## src/rtl/wdm_pkg.sv

```systemverilog
package wdm_pkg;

    localparam int DATA_W = 8;
    localparam int ADDR_W = 2;
    localparam int CTRL_BITS = 4;

    typedef enum logic [ADDR_W-1:0] {
        SEL_CTRL = 2'd0,
        SEL_KEY  = 2'd1,
        SEL_WLO  = 2'd2,
        SEL_WHI  = 2'd3
    } reg_sel_e;

    localparam logic [DATA_W-1:0] KEY_OPEN  = 8'hB4;
    localparam logic [DATA_W-1:0] KEY_CLOSE = 8'h2C;
    localparam logic [DATA_W-1:0] WLO_INIT  = 8'h00;
    localparam logic [DATA_W-1:0] WHI_INIT  = 8'hFF;

    // Field order matches the bit positions software sees (bit 3 .. bit 0).
    typedef struct packed {
        logic irq_en;
        logic in_en;
        logic in_pol;
        logic mon_en;
    } ctrl_t;

    typedef enum logic {
        SEQ_IDLE,
        SEQ_OPEN
    } seq_state_e;

    typedef struct packed {
        logic ok;
        logic bad;
    } svc_evt_t;

    function automatic logic [DATA_W-1:0] ctrl_to_byte(ctrl_t c);
        return {{(DATA_W-CTRL_BITS){1'b0}}, c};
    endfunction

    function automatic ctrl_t byte_to_ctrl(logic [DATA_W-1:0] b);
        return ctrl_t'(b[CTRL_BITS-1:0]);
    endfunction

    // True when a later control write would alter a locked field.
    function automatic logic ctrl_clash(ctrl_t cur, ctrl_t nxt);
        return (cur.mon_en != nxt.mon_en) || (cur.in_pol != nxt.in_pol) ||
               (cur.in_en != nxt.in_en);
    endfunction

endpackage

```

## src/rtl/wdm_regs.sv

```systemverilog
module wdm_regs
    import wdm_pkg::*;
(
    input  logic                clk,
    input  logic                rst,
    input  logic                bus_valid,
    input  logic                bus_write,
    input  logic [ADDR_W-1:0]   bus_addr,
    input  logic [DATA_W-1:0]   bus_wdata,
    output logic [DATA_W-1:0]   bus_rdata,
    output logic                bus_err,
    output ctrl_t               cfg,
    output logic [DATA_W-1:0]   wlo,
    output logic [DATA_W-1:0]   whi,
    output logic                arm,
    output logic                key_wr,
    output logic [DATA_W-1:0]   key_data
);

    reg_sel_e sel;
    logic     wr_req;
    logic     rd_req;
    ctrl_t    ctrl_new;
    logic     ctrl_done;
    logic     wlo_done;
    logic     whi_done;
    logic     ctrl_hit;
    logic     wlo_hit;
    logic     whi_hit;
    logic     ctrl_bad;

    always_comb begin
        sel      = reg_sel_e'(bus_addr);
        wr_req   = bus_valid && bus_write;
        rd_req   = bus_valid && !bus_write;
        ctrl_new = byte_to_ctrl(bus_wdata);
        ctrl_hit = wr_req && (sel == SEL_CTRL);
        wlo_hit  = wr_req && (sel == SEL_WLO);
        whi_hit  = wr_req && (sel == SEL_WHI);
        ctrl_bad = ctrl_hit && ctrl_done && ctrl_clash(cfg, ctrl_new);
        bus_err  = ctrl_bad || (wlo_hit && wlo_done) || (whi_hit && whi_done);
        arm      = ctrl_hit && !ctrl_done && ctrl_new.mon_en;
        key_wr   = wr_req && (sel == SEL_KEY);
        key_data = bus_wdata;
    end

    always_comb begin
        bus_rdata = '0;
        if (rd_req) begin
            unique case (sel)
                SEL_CTRL: bus_rdata = ctrl_to_byte(cfg);
                SEL_KEY:  bus_rdata = '0;
                SEL_WLO:  bus_rdata = wlo;
                SEL_WHI:  bus_rdata = whi;
                default:  bus_rdata = '0;
            endcase
        end
    end

    always_ff @(posedge clk) begin
        if (rst) begin
            cfg       <= '0;
            ctrl_done <= 1'b0;
            wlo       <= WLO_INIT;
            whi       <= WHI_INIT;
            wlo_done  <= 1'b0;
            whi_done  <= 1'b0;
        end else begin
            if (ctrl_hit && !ctrl_bad) begin
                cfg       <= ctrl_new;
                ctrl_done <= 1'b1;
            end
            if (wlo_hit && !wlo_done) begin
                wlo      <= bus_wdata;
                wlo_done <= 1'b1;
            end
            if (whi_hit && !whi_done) begin
                whi      <= bus_wdata;
                whi_done <= 1'b1;
            end
        end
    end

endmodule

```

## src/rtl/wdm_keyseq.sv

```systemverilog
module wdm_keyseq
    import wdm_pkg::*;
#(
    parameter int SERVICE_CYCLES = 256
) (
    input  logic              clk,
    input  logic              rst,
    input  logic              key_wr,
    input  logic [DATA_W-1:0] key_data,
    output svc_evt_t          evt
);

    localparam int TMR_W = $clog2(SERVICE_CYCLES + 1);
    localparam logic [TMR_W-1:0] TMR_LIMIT = TMR_W'(SERVICE_CYCLES);

    seq_state_e       state;
    seq_state_e       state_nxt;
    logic [TMR_W-1:0] tmr;

    always_comb begin
        evt       = '0;
        state_nxt = state;
        unique case (state)
            SEQ_IDLE: begin
                if (key_wr) begin
                    if (key_data == KEY_OPEN) state_nxt = SEQ_OPEN;
                    else                      evt.bad   = 1'b1;
                end
            end
            SEQ_OPEN: begin
                if (key_wr) begin
                    state_nxt = SEQ_IDLE;
                    if (key_data == KEY_CLOSE) evt.ok  = 1'b1;
                    else                       evt.bad = 1'b1;
                end else if (tmr == TMR_LIMIT) begin
                    state_nxt = SEQ_IDLE;
                    evt.bad   = 1'b1;
                end
            end
            default: state_nxt = SEQ_IDLE;
        endcase
    end

    always_ff @(posedge clk) begin
        if (rst) begin
            state <= SEQ_IDLE;
            tmr   <= '0;
        end else begin
            state <= state_nxt;
            if (state == SEQ_IDLE) tmr <= TMR_W'(1);
            else if (!key_wr && tmr != TMR_LIMIT) tmr <= tmr + TMR_W'(1);
        end
    end

endmodule

```

## src/rtl/wdm_core.sv

```systemverilog
module wdm_core
    import wdm_pkg::*;
#(
    parameter int CNT_W = DATA_W
) (
    input  logic              clk,
    input  logic              rst,
    input  logic              arm,
    input  ctrl_t             cfg,
    input  svc_evt_t          evt,
    input  logic [CNT_W-1:0]  wlo,
    input  logic [CNT_W-1:0]  whi,
    input  logic              ext_in,
    output logic              wdg_out
);

    localparam logic [CNT_W-1:0] CNT_MAX = '1;

    logic [CNT_W-1:0] cnt;
    logic             in_window;
    logic             expired;
    logic             ext_hit;
    logic             fault;

    always_comb begin
        in_window = (cnt >= wlo) && (cnt <= whi);
        expired   = cnt > whi;
        ext_hit   = cfg.in_en && (ext_in == cfg.in_pol);
        fault     = cfg.mon_en &&
                    (expired || evt.bad || (evt.ok && !in_window) || ext_hit);
    end

    always_ff @(posedge clk) begin
        if (rst || arm) begin
            cnt     <= '0;
            wdg_out <= 1'b0;
        end else if (cfg.mon_en) begin
            wdg_out <= wdg_out || fault;
            if (evt.ok && in_window) cnt <= '0;
            else if (cnt != CNT_MAX) cnt <= cnt + 1'b1;
        end
    end

endmodule

```

## src/rtl/wdg_window_mon.sv

```systemverilog
module wdg_window_mon
    import wdm_pkg::*;
#(
    parameter int SERVICE_CYCLES = 256
) (
    input  logic        clk,
    input  logic        rst,
    input  logic        bus_valid,
    input  logic        bus_write,
    input  logic [1:0]  bus_addr,
    input  logic [7:0]  bus_wdata,
    output logic [7:0]  bus_rdata,
    output logic        bus_err,
    input  logic        ext_in,
    output logic        wdg_out,
    output logic        irq
);

    ctrl_t             cfg;
    logic [DATA_W-1:0] wlo;
    logic [DATA_W-1:0] whi;
    logic              arm;
    logic              key_wr_raw;
    logic              key_wr;
    logic [DATA_W-1:0] key_data;
    svc_evt_t          evt;
    logic              mon_en;
    logic              irq_en;

    wdm_regs u_regs (
        .clk       (clk),
        .rst       (rst),
        .bus_valid (bus_valid),
        .bus_write (bus_write),
        .bus_addr  (bus_addr),
        .bus_wdata (bus_wdata),
        .bus_rdata (bus_rdata),
        .bus_err   (bus_err),
        .cfg       (cfg),
        .wlo       (wlo),
        .whi       (whi),
        .arm       (arm),
        .key_wr    (key_wr_raw),
        .key_data  (key_data)
    );

    assign mon_en = cfg.mon_en;
    assign irq_en = cfg.irq_en;
    assign key_wr = key_wr_raw && mon_en;

    wdm_keyseq #(.SERVICE_CYCLES(SERVICE_CYCLES)) u_keyseq (
        .clk      (clk),
        .rst      (rst),
        .key_wr   (key_wr),
        .key_data (key_data),
        .evt      (evt)
    );

    wdm_core #(.CNT_W(DATA_W)) u_core (
        .clk     (clk),
        .rst     (rst),
        .arm     (arm),
        .cfg     (cfg),
        .evt     (evt),
        .wlo     (wlo),
        .whi     (whi),
        .ext_in  (ext_in),
        .wdg_out (wdg_out)
    );

    assign irq = wdg_out && irq_en;

endmodule

```

## config.mk

```make
export PLATFORM = sky130hd
export DESIGN_NAME = wdg_window_mon
export DESIGN_NICKNAME = d
export VERILOG_FILES = /design/src/rtl/wdm_pkg.sv /design/src/rtl/wdm_regs.sv /design/src/rtl/wdm_keyseq.sv /design/src/rtl/wdm_core.sv /design/src/rtl/wdg_window_mon.sv
export SDC_FILE = /design/constraint.sdc
export NUM_CORES = 1
export LEC_CHECK = 0
export ABC_CLOCK_PERIOD_IN_PS = 3130
export BUFFER_PORTS_ARGS = -buffer_cell sky130_fd_sc_hd__buf_4
export CAP_MARGIN = 20
export CORE_MARGIN = 1.5
export CORE_UTILIZATION = 31
export CTS_CLUSTER_DIAMETER = 30
export DETAILED_ROUTE_END_ITERATION = 12
export PLACE_DENSITY = 0.5
export SLEW_MARGIN = 20
export SYNTH_ARGS = -nofsm -noshare
export SYNTH_HDL_FRONTEND = slang
export SYNTH_HIERARCHICAL = 1
export SYNTH_SLANG_ARGS = --single-unit
```

## constraint.sdc

```tcl
create_clock -name clk -period 3.13 [get_ports clk]
set_clock_uncertainty 0.2 [all_clocks]
set_input_delay 0.4695 -clock clk [delete_from_list [all_inputs] [get_ports clk]]
set_output_delay 0.4695 -clock clk [all_outputs]
set_load 0.01 [all_outputs]
```

======== Word-level counts from Yosys, hierarchy flattened ========
Index checks and enable logic that the tools add are counted.
storage, ports and cells
  bits in registers ....................... 42
  bits in latches ......................... 0
  memory bits (writable) .................. 0
  memory bits (read-only) ................. 0
  output and inout bits ................... 11
  logic and storage cells ................. 96
  memories kept ........................... 0
operators by class
  add/subtract/negate cells ............... 2
  multiply operators ...................... 0
  div/mod/pow operators ................... 0
  order comparisons ....................... 3
  eq/ne operators ......................... 13
  shift operators ......................... 0
  muxes and demuxes ....................... 20
  bitwise operators ....................... 1
  reductions and logical operators ........ 43
operators by type and width
  cell                 count
  $pmux 8 s4           1
  $mux 8               3
  $logic_and 1x1->1    23
  $mux 1               14
  $add 9x1->9 const B  1
  $eq 9x9->1 const B   1
  $logic_or 1x1->1     9
  $ne 9x9->1 const B   1
  $add 8x1->8 const B  1
  $eq 8x6->1 const B   1
  $eq 8x8->1 const B   1
  $ge 8x8->1           1
  $gt 8x8->1           1
  $le 8x8->1           1
  $ne 8x8->1 const B   1
  $logic_not 1->1      7
  $eq 2x2->1 const B   2
  $pmux 1 s2           2
  $ne 1x1->1           3
  $eq 2x1->1 const B   1
  $logic_not 2->1      1
  $ne 2x2->1 const B   1
  $reduce_and 2->1     1
  $reduce_bool 2->1    1
  3 further kinds      3

======== Depth between registers and ports, before layout ========
Gate-level depths: netlist (run 1).
  depth in word-level cells ............... 10
  gate-level depth with buffers ........... 10
  mapped depth without buffers ............ 7

======== By module ========
The synthesis (run 1) kept the hierarchy.
modules (own cells, without submodules)
  module          times used  cells an instance  area each (µm²)  sequential area each (µm²)
  wdm_regs        1           127                1,213.7          460.4
  wdm_core        1           113                928.4            180.2
  wdm_keyseq      1           68                 610.6            200.2
  wdg_window_mon  1           2                  12.5             0.0

======== Worst setup path before layout (run 1) ========
OpenSTA, ideal clock, no wires.
  kind .................................... input port to flip-flop
  start ................................... in bus_addr[0]
  end ..................................... reg u_core.cnt[6]
  setup time .............................. 144 ps
  arrival time ............................ 2,275 ps
  slack ................................... 510 ps
  stages .................................. 9
  cell sequence ........................... buf_2 -> buf_2 -> and4b_1 -> and2_1 -> clkbuf_2 -> nand4b_1 -> nor4_1 -> nor4b_4 -> a2111oi_2
RTL lines
  element               RTL line              source
  start, declared       wdg_window_mon.sv:10  input logic [1:0] bus_addr,
  end signal, assigned  wdm_core.sv:40        else if (cnt != CNT_MAX) cnt <= cnt + 1'b1;
  end, declared         wdm_core.sv:19        logic [CNT_W-1:0] cnt;

==> results of run 1 <==
per-stage QoR:
stage / setup WS [ns] / hold slack [ns] / utilization (%) / area (um2)
floorplan: 0.510 / 0.257 / - / 2770
CTS: 0.644 / 0.176 / 35.6 / 3090
detailed placement: 0.335 / 0.303 / 34.3 / 2980
finish: 0.645 / 0.186 / 35.6 / 3090
global placement: 0.385 / 0.292 / 34.3 / 2980
global route: 0.306 / 0.182 / 35.6 / 3090
worst register-to-register path, cell delays in order (launching register included):
cell and delay (ns):
dfxtp_1 0.53, ha_1 0.33, a211oi_2 0.24, o21ai_2 0.10, a211oi_4 0.35, nor4b_4 0.12
a2111oi_2 0.31
state kept, by name, indices dropped and copies added (netlist names):
register	flops
u_regs/ctrl_done	1
u_core/cnt	8
u_regs/wlo_done	1
u_regs/cfg	4
u_regs/wlo	8
u_keyseq/tmr	9
u_regs/whi_done	1
u_keyseq/state	1
u_core/wdg_out	1
u_regs/whi	8
cells by family after synthesis:
| group | share of synthesized area, % |
|---|---|
| AND/OR/NAND/NOR | 26.3 |
| AO/OA/AOI/OAI | 17.0 |
| flip-flops | 30.4 |
| buffers and inverters | 6.97 |
| multiplexers | 8.51 |
| adder cells (fa/ha/maj) | 8.60 |
| XOR/XNOR | 2.22 |
synthesized netlist by cell type (8+ instances only):
cell type   n  share of area, %
nand2b_1   12               2.7
ha_1       19               8.6
o21ai_0     9               1.6
dfxtp_1    42                30
a21oi_1    16               2.9
nand2_1     9               1.2
a211o_1     8               2.5
mux2i_1    19               6.9
nor2_1     36               4.9
inv_1      20               2.7
a211oi_1   10               2.7
nor2b_1    11               2.5
buf_4       9               2.4
area by class of cell:
type	instances	area (um2)
Clock buffer	6	72.6
Multi-Input combinational cell	229	1730
Fill cell	936	5590
Inverter	20	75.1
Timing Repair Buffer	26	195
Sequential cell	42	841
Clock inverter	2	37.5
Tap cell	108	135
power by group through the flow:
stage	Sequential [mW]	Clock, mW	Combinational, mW
after floorplan	0.562	0	0.0847
after global placement	0.565	0	0.118
after detailed placement	0.565	0	0.119
after CTS	0.552	0.457	0.119
after global routing	0.553	0.481	0.131
final	0.552	0.444	0.118
how the worst max path moves through the flow:
stage	end	slack, ns	cells past startpoint
after global placement	u_core/cnt[6]$_SDFFE_PP0P_	0.38	7
final	u_core/cnt[5]$_SDFFE_PP0P_	0.65	7
after global routing	u_core/cnt[7]$_SDFFE_PP0P_	0.31	7
after detailed placement	u_core/cnt[6]$_SDFFE_PP0P_	0.33	7
after CTS	u_core/cnt[5]$_SDFFE_PP0P_	0.64	7
after floorplan	u_core/cnt[6]$_SDFFE_PP0P_	0.51	9
routing by layer:
layer / routed length [um] / global-route usage [%] / vias up
li1: - / - / 1139
met1: 3190 / 20.3 / 1061
met2: 2940 / 22.5 / 42
met3: 255 / 2.45 / 2
met4: 44 / 3.96 / 0
met5: 0 / 0 / -
==> key figures, run 1 <==
Status
  – Status: complete, no violations

Power
  – Seq pwr share: 49.6%
  – Internal power: 0.836 mW
  – Power per cell area: 361 nW/um2
  – Switching part of the total: 24.9%
  – Leakage power: 1.18 nW
  – Clk pwr share: 39.8%
  – Total power: 1.11 mW
  – Comb pwr share: 10.6%
  – Worst VDD drop: 0.207 mV
  – Sw Pwr: 0.277 mW

Clocking
  – Latest clock arrival within the worst-skew pair: 0.30 ns
  – Postcts setup bufs: 0
  – Clk sink count: 42
  – CTS H-tree lvls: 2
  – Root Buffer: clkbuf_8
  – Hold-fix buffers at CTS: 0
  – CTS resizes: 0
  – Clk slew on worst S/H paths: 0.09 ns
  – Clock buffer count from CTS: 5
  – CTS tree: built
  – CTS Buffer Depth: 2

Die
  – Die area: 9500 um2
  – Horiz. Die Dim: 97.4 um
  – Floorplan core area: 8680 um2
  – Site row count: 34
  – I/O pins: 26
  – Starting Density: 31.9%
  – Die H: 97.4 um

Placed design
  – Final GP Congestion: 0.767
  – DPL Wire Length: 4790 um
  – Dpl cells: 425
  – I/O Buffers: 25

STA
  – Setup violations, final: 0
  – Worst slew margin: 57.2%
  – Min cycle time layout: 2.48 ns
  – F_max: 402 MHz
  – RSZ-0062 raised after global routing: no
  – Slew Limit Fails: 0
  – Worst Max-Slew Pin Slew: 0.641 ns
  – Final Hold Viols: 0
  – Fin crit share: 79.4%
  – Setup TNS: 0 ns

Synth
  – Synth Flop Type: dfxtp_1
  – Post-synthesis sequential area ratio: 30.4%
  – Average cell area after synthesis: 8.92 um2
  – Seq cells post-synth: 42
  – FFs w/ async S/R, synth: 0%
  – Cell area after synthesis: 2770 um2
  – Post-synth cell types: 59
  – Post-Synthesis Cells: 310
  – Yosys warns: 6
  – EDFF count, synth: 0
  – Net count after synthesis: 344

GRT
  – First-pass GRT wire length: 11100 um
  – Vias in the first global route: 2191
  – GR Overflow Total: 0
  – Largest net degree at the start of global routing: 32
  – Initial antenna violation count: 0
  – Total GRT Usage: 14.4%

Finish
  – Area grow syn2layout: 11.7%
  – Nets: 358
  – Most common cell after layout, fill and taps aside: dfxtp_1
  – Post-route insts no fill: 433
  – ANT cells: 0
  – Fraction of layout cells with a size suffix above 1: 16.9%
  – Most frequent cells in the layout: dfxtp_1 (42), nor2_1 (36), buf_4 (26), inv_1 (20)

Drt
  – Post-DR wirelength/cell: 14.8 um
  – Routed wire length: 6420 um
  – Initial DRC Count: 93
  – Final ANT Viol Nets: 0
  – # DRC: 0
  – Vias/cell: 5.18
  – Via count: 2244
  – Pre-antenna DRT Iters: 4

Critical path
  – R2R setup slack: 0.85 ns
  – R2R Path End: u_core/cnt[6]$_SDFFE_PP0P_
  – Startpoint Class: input port
  – Setup Crit Path Kind: input port to flip-flop
  – CP arrival: 2.44 ns
  – Critical path capture point type: flip-flop
  – Required time of the critical path: 3.09 ns
  – Top Family by Delay on Critical Path: simple AND/OR/NAND/NOR gates
  – CP Launch Point: bus_addr[0]
  – R2R Path Start: u_core/cnt[2]$_SDFFE_PP0P_
  – Worst-case reg-to-reg path depth: 6
  – Critical path's slowest cell: nor4b_4
  – Worst path max stage delay: 0.49 ns
  – Worst path bufs/invs: 1
  – Cells along the critical path: buf_4 -> and4b_1 -> and2_1 -> nand4b_1 -> nor4_1 -> nor4b_4 -> a211oi_1
  – Critical path peak fanout: 16

Hold path
  – Worst hold-check path type: input port to flip-flop
  – Min-Delay Endpoint: u_regs/whi[6]$_SDFFE_PP1P_
  – Worst hold stages: 2
  – Hold_sp: bus_wdata[6]

Run
  – Max_cap viols: 0
Note: power is estimated with default switching activity, not from simulation.
==> inputs of run 2 (changes only) <==
- ABC_AREA: default -> 1
- ABC_CLOCK_PERIOD_IN_PS: 3130 -> 2000
- PLACE_DENSITY: 0.5 -> 0.52
- clock period: 3.13 -> 2 ns (I/O delays scaled with it)
==> run 2 against run 1 <==
Synthesized cell count is 45% higher; largest cell class unchanged; largest power group unchanged; cell count is 41% higher; critical path type is now flip-flop to flip-flop; total power is 59% higher; sequential cell count stayed put.
==> key figures, run 2 <==
Status
  – Status: complete, no violations

Finish
  – Most frequent cells in the layout: nand2_1 (116), inv_1 (73), buf_4 (38), nor2_1 (37), dfxtp_1 (36)
  – Register area: 848 um2 (+0.89%)
  – Area grow syn2layout: 17.8%
  – Utilization after layout: 37.8% (+2.2 points)
  – Top reg by flops: u_keyseq/tmr
  – Nets: 515 (+44%)
  – Filler cells: 1028 (+9.8%)
  – ANT cells: 0 (unchanged)
  – Fraction of layout cells with a size suffix above 1: 19.5% (+2.6 points)
  – Multi-input gate area in the final layout: 1770 um2 (+2.3%)
  – Number of flip-flops in the largest register: 9 (unchanged)
  – Fin area: 3490 um2 (+13%)
  – Most common cell after layout, fill and taps aside: nand2_1

GRT
  – Vias in the first global route: 2652 (+21%)
  – Initial antenna violation count: 0 (unchanged)
  – Largest net degree at the start of global routing: 15 (-53%)
  – First-pass GRT wire length: 12500 um (+13%)
  – Total GRT Usage: 15.5% (+1.1 points)
  – GR Overflow Total: 0 (unchanged)

Drt
  – Routed wire length: 7370 um (+15%)
  – Final ANT Viol Nets: 0 (unchanged)
  – Pre-antenna DRT Iters: 4 (unchanged)
  – Post-DR wirelength/cell: 12.1 um (-19%)
  – # DRC: 0 (unchanged)
  – Initial DRC Count: 120 (+29%)
  – Via count: 2833 (+26%)
  – Vias/cell: 4.64 (-11%)

Synth
  – Average cell area after synthesis: 6.62 um2 (-26%)
  – Synth top cells by count: nand2_1 (117), inv_1 (74), dfxtp_1 (42)
  – Cell taking the most area after synthesis: dfxtp_1
  – Yosys warns: 6 (unchanged)
  – Net count after synthesis: 482 (+40%)
  – Post-synthesis sequential area ratio: 28.4% (-2.0 points)
  – Cell with the most instances after synthesis: nand2_1
  – FFs w/ async S/R, synth: 0% (unchanged)
  – Post-Synthesis Cells: 448 (+45%)
  – Post-synth cell types: 37 (-37%)
  – Seq cells post-synth: 42 (unchanged)
  – Synth top area share: 28.4% (-2.0 points)
  – Largest cells by area after synthesis: dfxtp_1 (28%), nand2_1 (15%), inv_1 (9.4%)
  – Synth Flop Type: dfxtp_1
  – EDFF count, synth: 0 (unchanged)
  – Cell area after synthesis: 2960 um2 (+7.2%)

Critical path
  – Critical path peak fanout: 8 (-8)
  – Setup Crit Path Kind: flip-flop to flip-flop
  – Required time of the critical path: 2.03 ns (-1.06 ns)
  – Critical path capture point type: flip-flop
  – Startpoint Class: flip-flop
  – CP arrival: 1.93 ns (-0.51 ns)

Clocking
  – CTS Buffer Depth: 2 (unchanged)
  – Clk slew on worst S/H paths: 0.08 ns (about the same)
  – Clk sink count: 42 (unchanged)
  – CTS tree: built
  – CTS H-tree lvls: 2 (unchanged)
  – Clock buffer count from CTS: 5 (unchanged)
  – Root Buffer: clkbuf_8
  – Latest clock arrival within the worst-skew pair: 0.31 ns (about the same)

STA
  – Worst hold slack: 0.0399 ns (-0.146 ns)
  – Slew Limit Fails: 0 (unchanged)
  – Final Hold Viols: 0 (unchanged)
  – F_max: 527 MHz
  – Min cycle time layout: 1.90 ns
  – Worst Max-Slew Pin Slew: 0.434 ns (-0.207 ns)
  – Fin crit share: 94.8%
  – Worst slew margin: 71.1% (+14 points)
  – Setup violations, final: 0 (unchanged)
  – RSZ-0062 raised after global routing: yes

Die
  – Site row count: 35 (+2.9%)
  – I/O pins: 26 (unchanged)
  – Horiz. Die Dim: 101 um (+3.4%)
  – Die area: 10200 um2 (+7.0%)
  – Die H: 101 um (+3.4%)
  – Floorplan core area: 9240 um2 (+6.5%)
  – Starting Density: 32.1% (+0.22 points)

Power
  – Total power: 1.77 mW (+59%)
  – Worst VDD drop: 0.262 mV (+26%)
  – Power per cell area: 507 nW/um2 (+41%)
  – Leakage power: 1.66 nW (+41%)

Run
  – Max_cap viols: 0 (unchanged)

Placed design
  – Final GP Congestion: 0.878 (+14%)
  – I/O Buffers: 25 (unchanged)
  – Placed cell area: 3300 um2 (+11%)
  – DPL Wire Length: 5880 um (+23%)

Hold path
  – Worst hold-check path type: input port to flip-flop
-- run 2: worst max-delay path: stages (launching register included) --
cell and delay [ns]:
dfxtp_2 0.36, inv_1 0.05, ha_1 0.30, a21o_1 0.18
nor2_1 0.18, nand3_4 0.13, nand3_4 0.14, nand4_1 0.13
a21oi_2 0.16
-- run 2: final cells by class --
cell class | instances | share of cell area, %
Clock buffer | 5 | 1.97
Timing Repair Buffer | 38 | 8.17
Clock inverter | 3 | 1.29
Tap cell | 129 | 4.62
Multi-Input combinational cell | 312 | 50.8
Sequential cell | 42 | 24.3
Inverter | 82 | 8.89
-- run 2: kinds of logic after synthesis --
logic type | Yosys count | share of synthesized area [%]
flops | 42 | 28.4
simple gates | 227 | 36.2
compound gates | 59 | 11.7
buf+inv | 94 | 13.7
xor+xnor | 7 | 2.07
fa+ha+maj | 19 | 8.02
-- run 2: through the flow --
stage	setup WS, ns	std cells	setup TNS, ns
3_3_place_gp	-0.0190	601	-0.0190
4_1_cts	0.0195	609	0
6_report	0.104	611	0
5_1_grt	-0.00777	611	-0.0207
3_5_place_dp	-0.00662	601	-0.00662
2_1_floorplan	0.223	448	0
-- run 2: what timing repair did --
item,CTS,global route
setup buffers,0,2
hold buffers,0,0
gates resized for setup,0,18
setup endpoints to repair,0,10
-- run 2: final timing paths --
path,startpoint,to,depth (start not counted),slack [ns]
worst min-delay path,bus_wdata[6],u_regs/whi[6]$_SDFFE_PP1P_,3,0.04
worst min register to register,u_regs/wlo[5]$_SDFFE_PP0P_,u_regs/wlo[5]$_SDFFE_PP0P_,2,0.29
worst max-delay path,u_regs/wlo[7]$_SDFFE_PP0P_,u_core/cnt[5]$_SDFFE_PP0P_,8,0.10
worst max register to register,u_regs/wlo[7]$_SDFFE_PP0P_,u_core/cnt[5]$_SDFFE_PP0P_,8,0.10
-- run 2: power by group --
| group | total [mW] | switching (mW) | internal [mW] | leakage [nW] |
|---|---|---|---|---|
| combinational | 0.205 | 0.128 | 0.0773 | 1.27 |
| sequential | 0.869 | 0.0152 | 0.854 | 0.342 |
| clock | 0.697 | 0.325 | 0.372 | 0.0504 |
-- run 2: per-layer routing --
layer  track usage [%]  wire length (um)  up-vias  share of wire [%]
met2              26.6              3580       63                 49
met1              20.0              3430     1275                 47
met3              2.08               259        8                3.5
li1                  -                 -     1487                  -
met4              5.31               101        0                1.4
met5                 0                 0        -                  0
==> inputs of run 3 (changes only) <==
- SYNTH_HIERARCHICAL: 1 -> default
==> run 3 against run 2 <==
Count of clock-buffer cells in the layout is 1 higher; synthesized area is 14% lower; first-iteration DRC count is 37% lower; sequential share of layout area is 3.1 points higher; critical path depth stayed put; combinational power is 3% lower; critical endpoint is now bus_err; largest cell class unchanged.
==> key figures, run 3 <==
Finish
  – Most frequent cells in the layout: inv_1 (73), nand2_1 (68), buf_4 (36), a21oi_1 (35), dfxtp_1 (33)
  – Utilization after layout: 39.8% (+2.0 points)
  – Area grow syn2layout: 22.4%
  – Fraction of layout cells with a size suffix above 1: 20.7% (+1.2 points)
  – Top reg by flops: u_keyseq.tmr
  – Most common cell after layout, fill and taps aside: inv_1
  – Filler cells: 863 (-16%)
  – Nets: 444 (-14%)
  – ANT cells: 0 (unchanged)
  – Fin area: 3130 um2 (-10%)
  – Number of flip-flops in the largest register: 9 (unchanged)

Synth
  – Post-synth cell types: 32 (-14%)
  – Yosys warns: 0 (-6)
  – Synth top area share: 32.9% (+4.6 points)
  – Largest cells by area after synthesis: dfxtp_1 (33%), inv_1 (11%), nand2_1 (11%)
  – EDFF count, synth: 0 (unchanged)
  – FFs w/ async S/R, synth: 0% (unchanged)
  – Post-synthesis sequential area ratio: 32.9% (+4.6 points)
  – Synth top cells by count: inv_1 (74), nand2_1 (72), dfxtp_1 (42)
  – Net count after synthesis: 405 (-16%)
  – Cell taking the most area after synthesis: dfxtp_1
  – Average cell area after synthesis: 6.88 um2 (+4.0%)
  – Post-Synthesis Cells: 371 (-17%)
  – Synth Flop Type: dfxtp_1
  – Seq cells post-synth: 42 (unchanged)
  – Cell with the most instances after synthesis: inv_1
  – Cell area after synthesis: 2550 um2 (-14%)

Drt
  – Post-DR wirelength/cell: 12.5 um (+3.7%)
  – Initial DRC Count: 76 (-37%)
  – # DRC: 0 (unchanged)
  – Vias/cell: 4.62 (-0.28%)
  – Routed wire length: 6420 um (-13%)
  – Final ANT Viol Nets: 0 (unchanged)
  – Via count: 2372 (-16%)
  – Pre-antenna DRT Iters: 4 (unchanged)

Power
  – Power per cell area: 529 nW/um2 (+4.4%)
  – Leakage power: 1.40 nW (-16%)
  – Worst VDD drop: 0.261 mV (-0.58%)

Die
  – Starting Density: 32.5% (+0.46 points)
  – Die area: 8790 um2 (-13%)
  – Floorplan core area: 7850 um2 (-15%)
  – Die H: 93.8 um (-7.0%)
  – Horiz. Die Dim: 93.8 um (-7.0%)
  – I/O pins: 26 (unchanged)
  – Site row count: 32 (-8.6%)

STA
  – Post-route setup slack: 0.113 ns (+0.00890 ns)
  – Worst slew margin: 70.4% (-0.62 points)
  – Min cycle time layout: 1.89 ns (-0.00890 ns)
  – Setup violations, final: 0 (unchanged)
  – F_max: 530 MHz (+0.47%)
  – Final Hold Viols: 0 (unchanged)
  – Worst Max-Slew Pin Slew: 0.438 ns (+0.00427 ns)
  – RSZ-0062 raised after global routing: yes
  – Worst hold slack: 0.00729 ns (-0.0326 ns)
  – Slew Limit Fails: 0 (unchanged)
  – Fin crit share: 94.3% (-0.44 points)

Clocking
  – CTS Buffer Depth: 2 (unchanged)
  – Clk slew on worst S/H paths: 0.09 ns (about the same)
  – CTS tree: built
  – Root Buffer: clkbuf_8
  – CTS H-tree lvls: 2 (unchanged)
  – Clk sink count: 42 (unchanged)
  – Hold-fix buffers at CTS: 0 (unchanged)
  – Latest clock arrival within the worst-skew pair: 0.30 ns (about the same)
  – Clock buffer count from CTS: 5 (unchanged)

Critical path
  – Critical path capture point type: output pin
  – R2R setup slack: 0.13 ns (+0.03 ns)
  – R2R Path Start: u_core.cnt[7]$_SDFFE_PP0P_
  – CP arrival: 1.39 ns (-0.54 ns)
  – R2R Path End: u_core.cnt[5]$_SDFFE_PP0P_
  – Required time of the critical path: 1.50 ns (-0.53 ns)
  – Setup Crit Path Kind: flip-flop to output pin
  – Critical path peak fanout: 2 (-6)
  – Worst-case reg-to-reg path depth: 10 (+2)
  – Startpoint Class: flip-flop

Placed design
  – DPL Wire Length: 4910 um (-17%)
  – Final GP Congestion: 0.847 (-3.5%)
  – Placed cell area: 2900 um2 (-12%)
  – I/O Buffers: 25 (unchanged)
  – Pre-CTS setup slack: 0.0862 ns (+0.0928 ns)

Hold path
  – Min-Delay Endpoint: u_regs.ctrl_done$_SDFFE_PP0P_
  – Worst hold stages: 2 (-1)
  – Hold_sp: rst
  – Worst hold-check path type: input port to flip-flop

GRT
  – Total GRT Usage: 15.2% (-0.27 points)
  – GR Overflow Total: 0 (unchanged)
  – Vias in the first global route: 2226 (-16%)
  – Largest net degree at the start of global routing: 22 (+7)
  – Initial antenna violation count: 0 (unchanged)
  – First-pass GRT wire length: 10300 um (-17%)

Run
  – Max_cap viols: 0 (unchanged)

Status
  – Status: complete, no violations
-- run 3: layer usage --
metal / global-route usage (%) / up-vias / wire, um
met4: 4.60 / 0 / 81
met5: 0 / - / 0
met2: 26.3 / 33 / 3040
met3: 3.16 / 9 / 241
li1: - / 1285 / -
met1: 19.0 / 1045 / 3060
-- run 3: report_power, final --
part	internal, mW	total, mW	switching [mW]
registers	0.853	0.865	0.0115
logic	0.0786	0.198	0.119
clock network	0.278	0.593	0.315
-- run 3: per-stage QoR --
stage / setup TNS, ns / power [mW] / instances
after global routing: -0.00911 / 1.74 / 513
after CTS: 0 / 1.67 / 510
after detailed placement: 0 / 1.07 / 502
after floorplan: 0 / 0.996 / 371
after global placement: 0 / 1.07 / 502
final: 0 / 1.65 / 513
-- run 3: timing repair --
item                                    in CTS  in global routing
pin swaps                                    0                  8
resized for setup                            2                 31
endpoints found under the setup margin       1                 12
buffers inserted                             0                  3
-- run 3: cell families after synthesis --
family,count (synthesis),share of synthesized area (%)
simple gates,143,25.4
xor+xnor,4,1.37
flops,42,32.9
compound gates,83,18.6
buf+inv,80,12.4
fa+ha+maj,19,9.31
-- run 3: worst max path at each step --
stage / start / depth (start not counted) / to
4_1_cts: u_regs.cfg[0]$_SDFFE_PP0P_ / 8 / bus_err
3_5_place_dp: u_core.cnt[0]$_SDFFE_PP0P_ / 12 / u_core.cnt[3]$_SDFFE_PP0P_
2_1_floorplan: u_core.cnt[0]$_SDFFE_PP0P_ / 12 / u_core.cnt[3]$_SDFFE_PP0P_
3_3_place_gp: u_core.cnt[0]$_SDFFE_PP0P_ / 12 / u_core.cnt[5]$_SDFFE_PP0P_
6_report: u_regs.cfg[0]$_SDFFE_PP0P_ / 8 / bus_err
5_1_grt: u_core.cnt[7]$_SDFFE_PP0P_ / 11 / u_core.cnt[6]$_SDFFE_PP0P_
-- run 3: layout make-up --
type	count	area [um2]	area share [%]
timing repair buffer	37	282	9.01
multi-input combinational	249	1480	47.4
clock buffer	6	82.6	2.64
tap	102	128	4.08
inverter	75	282	9.01
sequential	42	857	27.4
clock inverter	2	12.5	0.400
-- run 3: critical path: stages, from the launching register on --
cell	delay (ns)
dfxtp_2	0.33
buf_6	0.11
xnor2_2	0.11
nand3_1	0.10
nand3_2	0.07
inv_1	0.05
a21oi_2	0.10
o21ai_1	0.07
buf_4	0.14
